File: config.mk
export PLATFORM = sky130hd
export DESIGN_NAME = hw_reset_qualifier
export DESIGN_NICKNAME = d
export VERILOG_FILES = /design/src/rtl/hwrq_pkg.sv /design/src/rtl/hwrq_sync2.sv /design/src/rtl/hwrq_filter.sv /design/src/rtl/hwrq_ready_gate.sv /design/src/rtl/hw_reset_qualifier.sv
export SDC_FILE = /design/constraint.sdc
export NUM_CORES = 1
export LEC_CHECK = 0
export ABC_AREA = 1
export BUFFER_PORTS_ARGS = -buffer_cell sky130_fd_sc_hd__buf_2
export CAP_MARGIN = 0
export CORE_ASPECT_RATIO = 2
export CORE_MARGIN = 8
export CORE_UTILIZATION = 35
export CTS_CLUSTER_SIZE = 30
export DETAILED_ROUTE_END_ITERATION = 8
export SYNTH_ARGS = -nofsm -noshare
export SYNTH_HDL_FRONTEND = slang
export SYNTH_SLANG_ARGS = --single-unit
File: constraint.sdc
create_clock -name clk_i -period 3.73 [get_ports clk_i]
set_input_delay 0.746 -clock clk_i [delete_from_list [all_inputs] [get_ports clk_i]]
set_output_delay 0.746 -clock clk_i [all_outputs]
set_load 0.01 [all_outputs]
File: src/rtl/hwrq_pkg.sv
package hwrq_pkg;
  function automatic int cdiv(input int num, input int den);
    return (num + den - 1) / den;
  endfunction
endpackage

File: src/rtl/hwrq_sync2.sv
module hwrq_sync2 #(
  parameter bit RST_VAL = 1'b1
) (
  input  logic clk_i,
  input  logic rst_ni,
  input  logic d_i,
  output logic q_o
);
  logic s1_q, s2_q;
  always_ff @(posedge clk_i or negedge rst_ni) begin
    if (!rst_ni) begin
      s1_q <= RST_VAL;
      s2_q <= RST_VAL;
    end else begin
      s1_q <= d_i;
      s2_q <= s1_q;
    end
  end
  assign q_o = s2_q;
endmodule

File: src/rtl/hwrq_filter.sv
module hwrq_filter #(
  parameter int FILT_CYC = 4
) (
  input  logic clk_i,
  input  logic rst_ni,
  input  logic d_i,
  output logic q_o
);
  localparam int CW = $clog2(FILT_CYC + 1);
  localparam logic [CW-1:0] LAST = CW'(FILT_CYC - 1);

  logic [CW-1:0] cnt_q;
  logic          lvl_q;

  // level moves only after FILT_CYC consecutive disagreeing samples
  always_ff @(posedge clk_i or negedge rst_ni) begin
    if (!rst_ni) begin
      cnt_q <= '0;
      lvl_q <= 1'b1;
    end else if (d_i == lvl_q) begin
      cnt_q <= '0;
    end else if (cnt_q == LAST) begin
      cnt_q <= '0;
      lvl_q <= d_i;
    end else begin
      cnt_q <= cnt_q + 1'b1;
    end
  end
  assign q_o = lvl_q;
endmodule

File: src/rtl/hwrq_ready_gate.sv
module hwrq_ready_gate #(
  parameter int WAIT_CYC   = 40000,
  parameter int BUS_CYCLES = 74
) (
  input  logic clk_i,
  input  logic rst_ni,
  input  logic level_i,
  input  logic bus_edge_i,
  output logic ready_o
);
  localparam int TW = $clog2(WAIT_CYC + 1);
  localparam int BW = $clog2(BUS_CYCLES + 1);
  localparam logic [TW-1:0] T_END = TW'(WAIT_CYC);
  localparam logic [BW-1:0] B_END = BW'(BUS_CYCLES);

  logic [TW-1:0] tmr_q;
  logic [BW-1:0] bcnt_q;

  always_ff @(posedge clk_i or negedge rst_ni) begin
    if (!rst_ni) begin
      tmr_q  <= '0;
      bcnt_q <= '0;
    end else if (!level_i) begin
      tmr_q  <= '0;
      bcnt_q <= '0;
    end else begin
      if (tmr_q != T_END) tmr_q <= tmr_q + 1'b1;
      if (bus_edge_i && bcnt_q != B_END) bcnt_q <= bcnt_q + 1'b1;
    end
  end
  assign ready_o = (tmr_q == T_END) && (bcnt_q == B_END);
endmodule

File: src/rtl/hw_reset_qualifier.sv
module hw_reset_qualifier
  import hwrq_pkg::*;
#(
  parameter int REF_CLK_MHZ = 200,
  parameter int GLITCH_NS   = 5,
  parameter int FILT_MARGIN = 3,
  parameter int WAIT_NS     = 200000,
  parameter int BUS_CYCLES  = 74
) (
  input  logic clk_i,
  input  logic rst_ni,
  input  logic rst_pin_ni,
  input  logic bus_clk_i,
  output logic reset_trigger_o,
  output logic cmd_ready_o
);
  localparam int GLITCH_CYC = cdiv(GLITCH_NS * REF_CLK_MHZ, 1000);
  localparam int FILT_CYC   = GLITCH_CYC + FILT_MARGIN;
  localparam int WAIT_CYC   = cdiv(WAIT_NS * REF_CLK_MHZ, 1000);

  logic pin_s, filt_lvl, filt_d_q;
  logic bus_s, bus_d_q, bus_edge;

  hwrq_sync2 #(.RST_VAL(1'b1)) u_pin_sync (
    .clk_i(clk_i), .rst_ni(rst_ni), .d_i(rst_pin_ni), .q_o(pin_s));

  hwrq_sync2 #(.RST_VAL(1'b0)) u_bus_sync (
    .clk_i(clk_i), .rst_ni(rst_ni), .d_i(bus_clk_i), .q_o(bus_s));

  hwrq_filter #(.FILT_CYC(FILT_CYC)) u_filter (
    .clk_i(clk_i), .rst_ni(rst_ni), .d_i(pin_s), .q_o(filt_lvl));

  always_ff @(posedge clk_i or negedge rst_ni) begin
    if (!rst_ni) begin
      filt_d_q <= 1'b1;
      bus_d_q  <= 1'b0;
    end else begin
      filt_d_q <= filt_lvl;
      bus_d_q  <= bus_s;
    end
  end

  assign bus_edge        = bus_s & ~bus_d_q;
  assign reset_trigger_o = filt_lvl & ~filt_d_q;

  hwrq_ready_gate #(.WAIT_CYC(WAIT_CYC), .BUS_CYCLES(BUS_CYCLES)) u_gate (
    .clk_i(clk_i), .rst_ni(rst_ni), .level_i(filt_lvl),
    .bus_edge_i(bus_edge), .ready_o(cmd_ready_o));
endmodule

### Yosys cells after proc, flatten, opt, wreduce, memory -nomap -nowiden

Index checks and enable logic that the tools add are counted.
W data, S select, Z words.

| storage, ports and cells | value |
|---|---|
| flip-flop bits (word level) | 33 |
| bits in latches | 0 |
| bits in writable memories | 0 |
| memory bits (read-only) | 0 |
| bits of input ports | 4 |
| logic and storage cells | 35 |
| memories kept | 0 |

| cells by class | value |
|---|---|
| add/sub/neg operators | 3 |
| multiply operators | 0 |
| divide/modulo/power cells | 0 |
| $lt $le $gt $ge | 0 |
| eq/ne operators | 8 |
| shift-type cells | 0 |
| multiplexer cells | 6 |
| bitwise operators | 5 |
| reductions and logical operators | 3 |

Operators with widths:

| operator | count |
|---|---|
| $mux W16 | 2 |
| $add A16 B1 Y16 const B | 1 |
| $eq A16 B16 Y1 const B | 1 |
| $ne A16 B16 Y1 const B | 1 |
| $mux W7 | 2 |
| $add A7 B1 Y7 const B | 1 |
| $eq A7 B7 Y1 const B | 1 |
| $ne A7 B7 Y1 const B | 1 |
| $mux W3 | 2 |
| $ne A2 B1 Y1 const B | 2 |
| $add A3 B1 Y3 const B | 1 |
| $eq A3 B2 Y1 const B | 1 |
| $not A1 Y1 | 3 |
| $and A1 B1 Y1 | 2 |
| $logic_and A1 B1 Y1 | 2 |
| $reduce_and A2 Y1 | 1 |
| $eq A1 B1 Y1 | 1 |

### Longest topological paths before layout

Gate-level depths: netlist of run 1.

| depth | value |
|---|---|
| word-level depth | 5 |
| depth in mapped cells | 9 |
| depth with buffers taken out | 9 |

### By module

Synthesis of run 1 repeated with hierarchy kept, for this count alone.

| unflattened totals | value |
|---|---|
| cells, all modules | 234 |
| area total of the unflattened synthesis | 1799.2 um2 |

By module, submodules not included:

| module | times used | cells each | area each (um2) |
|---|---|---|---|
| hwrq_ready_gate | 1 | 201 | 1435.1 |
| hwrq_filter | 1 | 23 | 190.2 |
| hw_reset_qualifier | 1 | 6 | 71.3 |
| hwrq_sync2 at u_pin_sync | 1 | 2 | 52.6 |
| hwrq_sync2 at u_bus_sync | 1 | 2 | 50.0 |

### Worst setup path after synthesis of run 1

Ideal clock, no wire load.

| path | value |
|---|---|
| kind | reg-to-output |
| start point | reg u_gate.bcnt_q[0] |
| end point | out cmd_ready_o |
| arrival time | 1018 ps |
| required time | 2984 ps |
| slack | 1966 ps |
| cell stages (with the launch flop) | 7 |
| buffers on the path | 0 |
| path through | dfrtp_1 > inv_1 > ha_1 > nand2_1 > inv_1 > nand3_4 > nor2_1 |

| between the ends | value |
|---|---|
| longest elaborated chain between the ends | 2 |

RTL lines:

| item | RTL line | source |
|---|---|---|
| start, declared | hwrq_ready_gate.sv:17 | `logic [BW-1:0] bcnt_q;` |
| start signal, assigned | hwrq_ready_gate.sv:28 | `if (bus_edge_i && bcnt_q != B_END) bcnt_q <= bcnt_q + 1'b1;` |
| $eq A7 B7 Y1 | hwrq_ready_gate.sv:31 | `assign ready_o = (tmr_q == T_END) && (bcnt_q == B_END);` |
| $logic_and A1 B1 Y1 | hwrq_ready_gate.sv:31 |  |
| end, declared | hw_reset_qualifier.sv:15 | `output logic cmd_ready_o` |

No other way between the ends.

### Final worst setup path of run 1

| path | value |
|---|---|
| start point | reg u_filter.lvl_q, in the netlist u_filter.q_o |
| end point | out reset_trigger_o |

| between the ends | value |
|---|---|
| longest elaborated chain between the ends | 1 |

RTL lines:

| item | RTL line | source |
|---|---|---|
| start, declared | hwrq_filter.sv:13 | `logic lvl_q;` |
| start signal, assigned | hwrq_filter.sv:24 | `lvl_q <= d_i;` |
| $and A1 B1 Y1 | hw_reset_qualifier.sv:44 | `assign reset_trigger_o = filt_lvl & ~filt_d_q;` |
| end, declared | hw_reset_qualifier.sv:14 | `output logic reset_trigger_o,` |

No other way between the ends.

==> impl_metrics.yaml, run 1 <==
worst_setup_path:
  required_ns: 2.98
  cp-end-kind: "output port"
  critPathKind: "reg -> out"
  ff2ff_setup_slack_ns: 2.30
  crit_fanout: 24
  arrival_ns: 1.68
  critPathLaunchType: "register"
global_route:
  antenna_found_initial: 0
  grt_usage_pct: 9.77
  grt_pass1_wl_um: 6270
  grt_pass1_vias: 1458
  grt-ovfl-total: 0
  grt_max_degree: 34
synthesis:
  synth_seq_cells: 33
  ys.flop_type: "dfrtp_1"
  synth-adder-area-share_pct: 3.48
  yosysTopAreaCell: "dfrtp_1"
  yosysSeqAreaShare_pct: 46.2
  yosysMostFrequentCell: "nand2_1"
  netlist_instances: 216
  synth_top_family_by_area: "simple AND/OR/NAND/NOR gates"
  ys_top_cells_by_count: "nand2_1, nor2_1, dfrtp_1, inv_1, nand3_1"
  ys_types: 26
  ys_warn_count: 0
  synth_top_cells_by_area: "dfrtp_1, nand2_1, nor2_1"
  synth_xor_area_share_pct: 3.41
  synth_edf_count: 0
  synth_compound_area_share_pct: 5.22
  syn_area_per_cell_um2: 8.32
  netlist_area_um2: 1800
  synth-simple-area-share_pct: 35.5
  synthArstFlopShare_pct: 100
  synth_top_area_share_pct: 40.4
  synth_fp_nets: 225
  synth.mux.area_fraction_pct: 0
routing:
  dr.pass1.iters: 4
  vias_per_cell: 4.83
  drtIter0Drc: 71
  drc: 0
  wl_per_cell_um: 11.7
  detail-route-antenna-nets: 0
  num_vias: 1372
  drt_wl_total_um: 3310
timing:
  hold_viol_final: 0
  period_share_pct: 65.1
  rsz0062_at_grt: "no"
  slew_headroom_pct: 51.5
  maxSlewViolCount: 0
  worst_pin_slew_ns: 0.728
  fin_skew_ns: 0.00910
  worst_hold_slack_ns: 0.351
  fmax_mhz: 412
  fin_setup_tns_ns: 0
  period_needed_ns: 2.43
  setup_viol: 0
cells_and_area:
  fin_nets: 234
  area_growth_pct: 9.82
  final_cells: 284
  layout-drive-gt1-share_pct: 19.9
  antennaDiodeCount: 0
  fin_area_um2: 1970
cts:
  cts_buffers: 5
  cts_sinks: 33
  post_cts.repair.setup_buffers: 0
  clk_path_buf_depth: 2
  clk_transition_reported_paths_ns: 0.07
  cts_resized: 0
  holdBufCountCts: 0
  cts_max_level: 2
  clk-insertion-delay-late_ns: 0.29
  clock-root-buffer: "clkbuf_8"
  cts_tree: "yes"
status:
  status: "completed"
placement:
  gp_congestion: 0.811
  portBuffers: 5
  placed_cells: 276
  dp_hpwl_um: 2370
  place_area_um2: 1880
run:
  drv_cap: 0
floorplan:
  core_area_um2: 5050
  std_cell_rows: 37
  die-area_um2: 7820
  die-height_um: 117
  start_util_pct: 35.6
  io_pins: 6
  die_x_um: 66.7
power:
  power_mw: 0.928
  peakVddDrop_uv: 362
  power_leakage_nw: 0.926
  power_density_nw_per_um2: 470
min_path:
  hp-class: "reg -> reg"
[sequential cells by signal, summed over array words and instances, names as in the netlist]
register and flops:
bus_d_q 1, filt_d_q 1, u_bus_sync.q_o 1, u_bus_sync.s1_q 1
u_filter.cnt_q 3, u_filter.q_o 1, u_gate.bcnt_q 7, u_gate.tmr_q 16
u_pin_sync.q_o 1, u_pin_sync.s1_q 1
[logic make-up (layout without fill, tap and decap cells)]
group                    count (synthesis)  in the layout
AND/OR/NAND/NOR                        127            127
flip-flops                              33             33
buffers and inverters                   29             39
AO/OA/AOI/OAI                           15             15
XOR/XNOR                                 7              7
adder cells (fa/ha/maj)                  5              5
[metrics by stage]
step	setup slack [ns]	utilization (%)
2_1_floorplan	1.97	-
3_3_place_gp	1.67	37.3
3_5_place_dp	1.60	37.3
4_1_cts	1.28	39.1
5_1_grt	1.14	39.1
6_report	1.30	39.1
[where the power goes]
group          leakage (nW)  internal [mW]  switching, mW
clock network        0.0364          0.131          0.146
logic                 0.455         0.0672         0.0963
registers             0.434          0.412         0.0756
total                 0.926          0.610          0.318
[critical path: stages, from the launching register on]
cell and delay (ns):
dfstp_2 0.81, inv_1 0.29, nor2_1 0.15, buf_2 0.14
[final timing paths]
check                                 from               end  depth (start not counted)
setup / recovery              u_filter.q_o   reset_trigger_o                          3
hold / removal             u_bus_sync.s1_q    u_bus_sync.q_o                          0
setup reg to reg              u_filter.q_o  u_gate.bcnt_q[4]                          4
hold reg to reg            u_bus_sync.s1_q    u_bus_sync.q_o                          0
max in group asynchronous           rst_ni  u_gate.bcnt_q[3]                          1
min in group asynchronous           rst_ni   u_gate.tmr_q[3]                          1
[cell type report]
type	count	area, um^2
well taps	58	72.6
inverters	26	97.6
multi-input cells	154	856
fillers	497	3070
clock inverters	3	22.5
repair buffers	5	25.0
clock buffers	5	68.8
flip-flops and latches	33	831
[metal layers]
layer,track usage [%],routed length [um],up-vias
met3,2.96,126,5
met1,12.4,1630,644
met5,0,0,-
met4,3.23,37,0
li1,-,-,702
met2,15.0,1520,21
[placed cells by master, fill, tap and decap left out, drive strengths merged]
master / count
clkbuf: 5
o21ai: 6
nor3: 1
inv: 26
nand2: 50
nor3b: 1
xnor2: 2
ha: 5
dfstp: 4
nand4: 9
dfrtp: 29
clkinvlp: 3
xor2: 5
nand3b: 1
a21oi: 6
o21bai: 3
nor2: 44
nand3: 21
buf: 5
(Power assumes the default switching activity.)
==> run 2, diff against run 1 <==
==> constraint.sdc (replaced) <==
create_clock -name clk_i -period 2.1 [get_ports clk_i]
set_input_delay 0.42 -clock clk_i [delete_from_list [all_inputs] [get_ports clk_i]]
set_output_delay 0.42 -clock clk_i [all_outputs]
set_load 0.01 [all_outputs]
==> run 2 against run 1 <==
  * Worst setup slack worse by 1.1 ns
  * Power is 80% higher
  * Non-clock buffer count is 1 higher
  * Final area is 0.38% higher
  * First-iteration DRC count is 32% higher
  * Clock power is 77% higher
  * Count of clock-buffer cells in the layout stayed put
  * Via count is 0.87% lower
  * Critical endpoint is now cmd_ready_o
==> impl_metrics.yaml, run 2 (synthesis results as in run 1) <==
timing:
  period_needed_ns: 1.86
  period_share_pct: 88.4
  fmax_mhz: 538
  worst_pin_slew_ns: 0.730
  fin_setup_tns_ns: 0
  setup_viol: 0
  slew_headroom_pct: 51.4
  rsz0062_at_grt: "no"
  maxSlewViolCount: 0
  fin_ws_ns: 0.243
  hold_viol_final: 0
  fin_skew_ns: 0.00281
worst_setup_path:
  slowest_delay_ns: 0.43
  path_cells: "inv_1 > ha_1 > nand2_1 > inv_1 > nand3_4 > nor2_1 > buf_2"
  required_ns: 1.68
  critPathKind: "reg -> out"
  path_buf_inv: 3
  crit_family: "flip-flops"
  crit_path_frequent_cell: "inv_1"
  arrival_ns: 1.44
  cp-end-kind: "output port"
  critPathLaunchType: "register"
  cp_slowest_cell: "dfrtp_1"
  crit_fanout: 7
status:
  status: "completed"
power:
  peakVddDrop_uv: 635
  clkPwrFrac_pct: 29.4
  internal_power_mw: 1.10
  p_sw_mw: 0.578
  p_seq_share_pct: 47.9
  power_density_nw_per_um2: 845
  swShare_pct: 34.5
  power_leakage_nw: 0.931
  combPwrFrac_pct: 22.7
floorplan:
  std_cell_rows: 37
  core_area_um2: 5050
  io_pins: 6
  die_x_um: 66.7
  start_util_pct: 35.6
  die-height_um: 117
  die-area_um2: 7820
global_route:
  grt_pass1_vias: 1397
  grt-ovfl-total: 0
  grt_usage_pct: 10.0
  antenna_found_initial: 0
  grt_pass1_wl_um: 6280
  grt_max_degree: 34
cts:
  clock-root-buffer: "clkbuf_8"
  clk-insertion-delay-late_ns: 0.29
  cts_buffers: 5
  clk_path_buf_depth: 2
  cts_max_level: 2
  clk_transition_reported_paths_ns: 0.07
  cts_tree: "yes"
  holdBufCountCts: 0
  post_cts.repair.setup_buffers: 0
  cts_sinks: 33
  cts_resized: 0
cells_and_area:
  largest_reg_flops: 16
  largest_registers: "u_gate.tmr_q (16), u_gate.bcnt_q (7), u_filter.cnt_q (3)"
  layout-drive-gt1-share_pct: 20.3
  area_growth_pct: 10.2
  antennaDiodeCount: 0
  regMostFlops: "u_gate.tmr_q"
  layout_common_cells: "nand2_1, nor2_1, dfrtp_1"
  final_common_cell: "nand2_1"
  fin_nets: 235
routing:
  dr.pass1.iters: 4
  wl_per_cell_um: 11.9
  vias_per_cell: 4.77
  num_vias: 1360
  drc: 0
  drt_wl_total_um: 3390
  detail-route-antenna-nets: 0
  drtIter0Drc: 94
placement:
  portBuffers: 5
  place_ws_ns: 0.549
  dp_hpwl_um: 2390
  gp_congestion: 0.807
run:
  drv_cap: 0
min_path:
  hp-class: "in -> async"
[run 2: cell count changes in the layout (fill, tap and decap cells not counted)]
| cell | change |
|---|---|
| buf_4 | +1 |
[run 2: power groups by stage]
stage | clock [mW] | sequential (mW) | combinational [mW]
after floorplan | 0 | 0.807 | 0.277
after global placement | 0 | 0.807 | 0.371
after detailed placement | 0 | 0.812 | 0.383
after CTS | 0.506 | 0.800 | 0.387
after global routing | 0.535 | 0.810 | 0.446
final | 0.491 | 0.802 | 0.381
[run 2: layer usage]
layer,GRT usage [%],wire (um),vias to the layer above
met5,0,0,-
met4,3.63,61,0
met3,3.34,132,6
met2,15.1,1550,21
met1,12.8,1640,631
li1,-,-,702
[run 2: worst paths after layout]
path | startpoint | slack, ns | to | cells after the start
worst max-delay path | u_gate.bcnt_q[0] | 0.24 | cmd_ready_o | 7
worst max register to register | u_gate.tmr_q[1] | 0.74 | u_gate.tmr_q[14] | 8
worst min-delay path | rst_ni | 0.18 | u_gate.tmr_q[4] | 1
min in group clk_i | rst_pin_ni | 0.22 | u_pin_sync.s1_q | 1
max in group asynchronous | rst_ni | 1.45 | u_gate.tmr_q[12] | 1
worst min register to register | u_bus_sync.s1_q | 0.35 | u_bus_sync.q_o | 0
[run 2: metrics by stage]
| step | utilization [%] | total power, mW | area [um^2] | hold slack (ns) | cells |
|---|---|---|---|---|---|
| detailed placement | 37.4 | 1.20 | 1890 | 0.335 | 277 |
| global route | 39.3 | 1.79 | 1980 | 0.209 | 285 |
| CTS | 39.3 | 1.69 | 1980 | 0.211 | 285 |
| global placement | 37.4 | 1.18 | 1890 | 0.335 | 277 |
| floorplan | - | 1.08 | 1800 | 0.124 | 216 |
| finish | 39.3 | 1.67 | 1980 | 0.180 | 285 |
[run 2: area by class of cell]
class	count	area, um^2
clock buffer	5	68.8
clock inverter	3	22.5
fill	504	3070
inverter	26	97.6
multi-input combinational	154	856
sequential	33	831
tap	58	72.6
timing repair buffer	6	32.5
